--- src/rtl/ssc_pkg.sv ---
package ssc_pkg;
  typedef enum logic [1:0] {
    SSC_3WIRE = 2'd0,
    SSC_2WIRE = 2'd1,
    SSC_I2C   = 2'd2,
    SSC_RSVD  = 2'd3
  } ssc_mode_e;
endpackage

--- src/rtl/ssc_sync2.sv ---
module ssc_sync2 #(
  parameter logic RST_VAL = 1'b0
) (
  input  logic clk,
  input  logic rst,
  input  logic d,
  output logic q
);
  logic meta;
  always_ff @(posedge clk) begin
    if (rst) begin
      meta <= RST_VAL;
      q    <= RST_VAL;
    end else begin
      meta <= d;
      q    <= meta;
    end
  end
endmodule

--- src/rtl/ssc_edge_detect.sv ---
module ssc_edge_detect #(
  parameter logic IDLE = 1'b1
) (
  input  logic clk,
  input  logic rst,
  input  logic sig,
  output logic rise,
  output logic fall
);
  logic s_q, s_prev;

  ssc_sync2 #(.RST_VAL(IDLE)) u_sync (
    .clk(clk), .rst(rst), .d(sig), .q(s_q)
  );

  always_ff @(posedge clk) begin
    if (rst) s_prev <= IDLE;
    else     s_prev <= s_q;
  end

  assign rise = s_q & ~s_prev;
  assign fall = ~s_q & s_prev;
endmodule

--- src/rtl/ssc_bit_counter.sv ---
module ssc_bit_counter #(
  parameter int N = 8
) (
  input  logic clk,
  input  logic rst,
  input  logic clr,
  input  logic step,
  output logic last
);
  localparam int CW = (N > 1) ? $clog2(N) : 1;
  localparam logic [CW-1:0] LAST_V = CW'(N - 1);
  logic [CW-1:0] cnt;

  always_ff @(posedge clk) begin
    if (rst || clr)   cnt <= '0;
    else if (step)    cnt <= (cnt == LAST_V) ? '0 : cnt + 1'b1;
  end

  assign last = (cnt == LAST_V);
endmodule

--- src/rtl/ssc_channel.sv ---
module ssc_channel
  import ssc_pkg::*;
#(
  parameter int DATA_W = 8
) (
  input  logic              clk,
  input  logic              rst,
  input  logic              en,
  input  logic [1:0]        mode,
  input  logic              busy_en,
  input  logic              wake,
  input  logic              wr_en,
  input  logic [DATA_W-1:0] wr_data,
  output logic [DATA_W-1:0] rd_data,
  input  logic              sck_in,
  input  logic              sdi,
  output logic              sdo,
  input  logic              sda_in,
  output logic              sda_oe,
  output logic              busy,
  output logic              done,
  output logic              wcol
);
  logic sck_rise, sck_fall;
  logic din_raw, din_s;
  logic is_3w, is_i2c, lock, wr_ok, start, coll, active, shift, last;
  logic out_bit;
  logic [DATA_W-1:0] shreg;

  assign is_3w  = (mode == SSC_3WIRE);
  assign is_i2c = (mode == SSC_I2C);

  ssc_edge_detect #(.IDLE(1'b1)) u_sck (
    .clk(clk), .rst(rst), .sig(sck_in), .rise(sck_rise), .fall(sck_fall)
  );

  assign din_raw = is_3w ? sdi : sda_in;

  ssc_sync2 #(.RST_VAL(1'b1)) u_din (
    .clk(clk), .rst(rst), .d(din_raw), .q(din_s)
  );

  // wake-up lockout: reception only, software loads refused
  assign lock   = en && is_i2c && wake;
  assign wr_ok  = wr_en && en && !lock && (!is_i2c || busy_en);
  assign start  = wr_ok && !busy;
  assign coll   = wr_ok && busy;
  assign active = busy || lock;
  assign shift  = active && sck_rise;

  ssc_bit_counter #(.N(DATA_W)) u_cnt (
    .clk(clk), .rst(rst), .clr(!active), .step(shift), .last(last)
  );

  always_ff @(posedge clk) begin
    if (rst) begin
      busy    <= 1'b0;
      done    <= 1'b0;
      wcol    <= 1'b0;
      out_bit <= 1'b1;
      shreg   <= '0;
    end else begin
      done <= 1'b0;
      if (start) begin
        shreg   <= wr_data;
        busy    <= 1'b1;
        out_bit <= 1'b1;
        wcol    <= 1'b0;
      end else begin
        if (coll) wcol <= 1'b1;
        if (shift) begin
          shreg <= {shreg[DATA_W-2:0], din_s};
          if (last) begin
            done <= 1'b1;
            busy <= 1'b0;
          end
        end
        if (active && sck_fall) out_bit <= shreg[DATA_W-1];
      end
    end
  end

  assign rd_data = shreg;
  assign sdo     = is_3w ? out_bit : 1'b1;
  assign sda_oe  = busy && !is_3w && !lock && !out_bit;

  AST_DONE_PULSE: assert property (@(posedge clk) disable iff (rst)
    done |=> !done);
  AST_DONE_AFTER_RISE: assert property (@(posedge clk) disable iff (rst)
    done |-> $past(sck_rise));
  AST_OFF_WRITE_IGNORED: assert property (@(posedge clk) disable iff (rst)
    (wr_en && !en && !busy) |=> !busy);
  AST_WAKE_NO_LOAD: assert property (@(posedge clk) disable iff (rst)
    (wr_en && lock && !sck_rise) |=> (rd_data == $past(rd_data)));
  AST_WCOL_STICKY: assert property (@(posedge clk) disable iff (rst)
    (wcol && !(wr_en && en && !busy)) |=> wcol);
endmodule

--- config.mk ---
export PLATFORM = sky130hd
export DESIGN_NAME = ssc_channel
export DESIGN_NICKNAME = d
export VERILOG_FILES = /design/src/rtl/ssc_pkg.sv /design/src/rtl/ssc_sync2.sv /design/src/rtl/ssc_edge_detect.sv /design/src/rtl/ssc_bit_counter.sv /design/src/rtl/ssc_channel.sv
export SDC_FILE = /design/constraint.sdc
export NUM_CORES = 1
export LEC_CHECK = 0
export CAP_MARGIN = 40
export CORE_MARGIN = 2
export CORE_UTILIZATION = 30
export DETAILED_ROUTE_END_ITERATION = 7
export DONT_BUFFER_PORTS = 1
export PLACE_DENSITY_LB_ADDON = 0.25
export SYNTH_ARGS = -nofsm -noshare
export SYNTH_HDL_FRONTEND = slang
export SYNTH_SLANG_ARGS = --single-unit
--- constraint.sdc ---
create_clock -name clk -period 2.05 [get_ports clk]
set_input_delay 0.41 -clock clk [delete_from_list [all_inputs] [get_ports clk]]
set_output_delay 0.41 -clock clk [all_outputs]
set_load 0.05 [all_outputs]
======== Yosys cells after proc, flatten, opt, wreduce, memory -nomap -nowiden ========
Cells that the tools add are included.
W data, S select, Z words.
cells by class
  add/sub/neg operators ................... 1
  equal/unequal tests ..................... 2
  muxes and demuxes ....................... 9
  bitwise logic cells ..................... 5
  reduce and logical (&&, ||, !) cells .... 27
operators by type and width
  kind                   count
  $mux W8                2
  $logic_and A1 B1 Y1    12
  $logic_not A1 Y1       6
  $mux W1                6
  $reduce_bool A2 Y1     2
  $add A3 B1 Y3 const B  1
  $eq A3 B3 Y1 const B   1
  $logic_or A1 B1 Y1     3
  $mux W3                1
  $not A1 Y1             3
  $reduce_or A3 Y1       1
  $and A1 B1 Y1          2
  $eq A2 B2 Y1 const B   1
  $logic_not A2 Y1       1
  $reduce_and A2 Y1      1
  $reduce_or A2 Y1       1
word-level totals
  flip-flop bits (word level) ............. 20
  input port bits ......................... 19
  output and inout port bits .............. 13

======== Logic depth before layout (Yosys ltp) ========
  word-level depth ........................ 9
  depth in mapped cells ................... 6
  gate-level depth less buffers ........... 5

======== Modules after synthesis ========
From an unflattened synthesis, not the netlist that was laid out.
unflattened totals
  cell total of the unflattened synthesis .. 93
  area, all modules ....................... 897.1 sq um
by module, submodules not included
  module           instances  cells each  area each (sq um)  seq. area each (sq um)
  ssc_channel      1          68          603.1              240.2
  ssc_bit_counter  1          13          148.9              60.1
  ssc_sync2        2          4           52.6               40.0
  ssc_edge_detect  1          4           40.0               20.0

======== Worst setup path after synthesis ========
No wires, ideal clock.
  path type ............................... register to output
  from .................................... register busy
  to ...................................... output sda_oe
  arrival ................................. 1,971 ps
  path slack .............................. -331 ps
  cell stages (with the launch flop) ...... 2
  buffers on the path ..................... 0
  path through ............................ dfxtp_1 -> nor3b_1
on the way
  cells in the longest elaborated chain, start to end .. 3
ends and longest elaborated chain
  what                              line               RTL
  start, declared                   ssc_channel.sv:20  output logic busy,
  start signal, assigned            ssc_channel.sv:57  busy <= 1'b0;
  start signal, assigned            ssc_channel.sv:66  busy <= 1'b1;
  start signal, assigned            ssc_channel.sv:75  busy <= 1'b0;
  $logic_and A1 B1 Y1 (3 in a row)  ssc_channel.sv:85  assign sda_oe = busy && !is_3w && !lock && !out_bit;
  end, declared                     ssc_channel.sv:19  output logic sda_oe,
No other way between the ends.

======== Worst setup path after layout ========
Ends and elaborated chain as after synthesis.

==> results.toml <==
[run_status]
status = "completed"

[clock_tree]
clkSinkCount = 20
numCtsBuffers = 3
cts_post_setup_buffers_inserted = 0
insertion_delay_ns = 0.29
cts_hold_buf = 0
ctsResizeCount = 0
clk_path_buf_depth = 2
htree_levels = 1
cts_tree = "built"
clk_pin_slew_ns = 0.11
clockRootBuffer = "clkbuf_4"

[drt]
drtPass1Iterations = 4
drc = 0
vias = 705
drt-initial-drc-count = 18
top_layer_used = "met4"
avgRoutedWirePerCell_um = 13.7
routed_wl_um = 1910
dr_wl_met3_um = 127
routed-wl-met2_um = 902
wl_met1_um = 857
detail_route.vias_per_cell = 5.04
antenna_left = 0

[global_routing]
grt.total_usage_pct = 10.8
gr-total-overflow = 0
antenna_found_initial = 0
grt_max_degree = 26
grt_first_pass_wirelength_um = 2910
grt_pass1_vias = 657

[place]
port_buffers = 0
place_congestion = 0.637
hpwl_um = 1460
dpl_worst_slack_ns = 0.306

[die]
rows = 20
die-height_um = 60.2
die_x_um = 60.2
dieArea_um2 = 3630
initial_core_util_pct = 31.3
ios = 32
coreArea_um2 = 3030

[worst_setup_path]
arrival_ns = 1.38
crit_required_ns = 1.64
crit_path_start = "busy$_SDFFE_PP0P_"
critPathLaunchType = "flip-flop"
cp_max_fo = 5
r2r-start = "busy$_SDFFE_PP0P_"
worst-setup-path-type = "reg -> out"
cp-end-kind = "primary output"

[sta]
fin_ws_ns = 0.255
hold_viol = 0
fmax_mhz = 557
slew_viol_final = 0
tns_ns = 0
fin_crit_sh_pct = 87.6
setup_viol = 0
tightestPinTransition_ns = 0.553
maxSlewHeadroom_pct = 63.1
fin_worst_skew_ns = 0.00178
min_period_ns = 1.79
grt_setup_unrepaired = "no"

[power]
clockPowerShare_pct = 26.6
switching_share_pct = 27.2
comb_power_share_pct = 10.6
seq_power_share_pct = 62.8
power.density_nw_per_um2 = 669
switchingPower_mw = 0.190
p_leak_nw = 0.378
p_int_mw = 0.507
ir_drop_mv = 0.147

[yosys]
yosysTopAreaCell = "dfxtp_1"
synth_warnings = 0
yosysTopAreaCellShare_pct = 42.2
synth.area.top_cells = "dfxtp_1 (42%), a221o_2 (8.3%), and2b_2 (4.6%)"
seq_area_frac_synth_pct = 42.2
netlist-cell-type-count = 30
synth_seq_cells = 20
syn-num-nets = 112
yosys-top-cells-count = "dfxtp_1 (20), nor2_1 (8), a221o_2 (7), and2b_2 (5), nor3_1 (5)"
synth_most_common_cell = "dfxtp_1"
synthCells = 91
syn_area_um2 = 948
ys.flop_type = "dfxtp_1"
synth_edf_count = 0
syn_area_per_cell_um2 = 10.4
synthArstFlopShare_pct = 0

[worst_hold_path]
hold_start = "rst"
min_path_type = "in -> reg"

[finish]
drive_above_1_share_pct = 35.4
diodes = 0
syn_to_final_growth_pct = 9.76
nets = 119
fill_cells = 323

[flow_run]
drv_cap = 0
[layer usage]
layer	GRT usage [%]	vias up
li1	-	344
met1	13.7	335
met2	16.5	24
met3	3.03	2
met4	5.71	0
met5	0	-
[state kept, by name, summed over array words and instances, names as in the netlist]
register,cells
rd_data,8
u_cnt.cnt,3
busy,1
done,1
out_bit,1
u_din.meta,1
u_din.q,1
u_sck.s_prev,1
u_sck.u_sync.meta,1
u_sck.u_sync.q,1
wcol,1
[area by class of cell]
type,count,area [um^2],share of cell area [%]
tap,44,55.1,5.29
sequential,20,400,38.5
multi-input combinational,66,514,49.4
clock buffer,3,22.5,2.16
inverter,1,3.75,0.361
timing repair buffer,6,45.0,4.33
[cells by family after synthesis]
group	share of synthesized area [%]
muxes	4.22
buffers and inverters	4.09
DFF	42.2
AOI/OAI and AO/OA	18.6
adders and majority gates	2.64
and+or+nand+nor	28.2
[critical path, cell delays in order, from the launching register on]
cell,delay [ns]
dfxtp_1,0.42
buf_4,0.25
nor3b_2,0.20
buf_4,0.22
[layout by cell type (no fill, tap or decap), drive strengths merged]
cell      n
dfxtp    20
nor2      8
a221o     7
buf       6
nor3      5
and2b     5
or2       5
nand2     4
mux2i     4
nor3b     4
a21oi     3
nor4b     3
clkbuf    3
nor2b     2
o21ai     2
ha        2
a2111oi   2
or3       1
and4b     1
inv       1
o21a      1
nand2b    1
a211oi    1
and2      1
or2b      1
a211o     1
a31oi     1
nand3b    1
[final timing paths]
check             cells after the start                   endpoint  slack [ns]
setup / recovery                      3                     sda_oe        0.26
hold reg to reg                       1  u_sck.u_sync.q$_SDFF_PP1_        0.42
setup reg to reg                      3    rd_data[4]$_SDFFE_PP0P_        0.54
hold / removal                        1          wcol$_SDFFE_PP0P_        0.18
[power groups by stage]
stage	registers, mW	logic [mW]	clock network (mW)
after floorplan	0.454	0.0560	0
after global placement	0.447	0.0736	0
after detailed placement	0.447	0.0745	0
after CTS	0.438	0.0748	0.195
after global routing	0.440	0.0810	0.210
final	0.438	0.0739	0.185
[stage by stage]
stage               hold slack, ns  power (mW)  area, um^2  utilization, %  std cells
detailed placement           0.394       0.522        1020            33.6        137
global route                 0.157       0.731        1040            34.4        140
finish                       0.179       0.697        1040            34.4        140
floorplan                    0.389       0.510         953               -         91
global placement             0.392       0.520        1020            33.6        137
CTS                          0.160       0.708        1040            34.4        140
No activity file was read; power rests on OpenSTA's default activity.
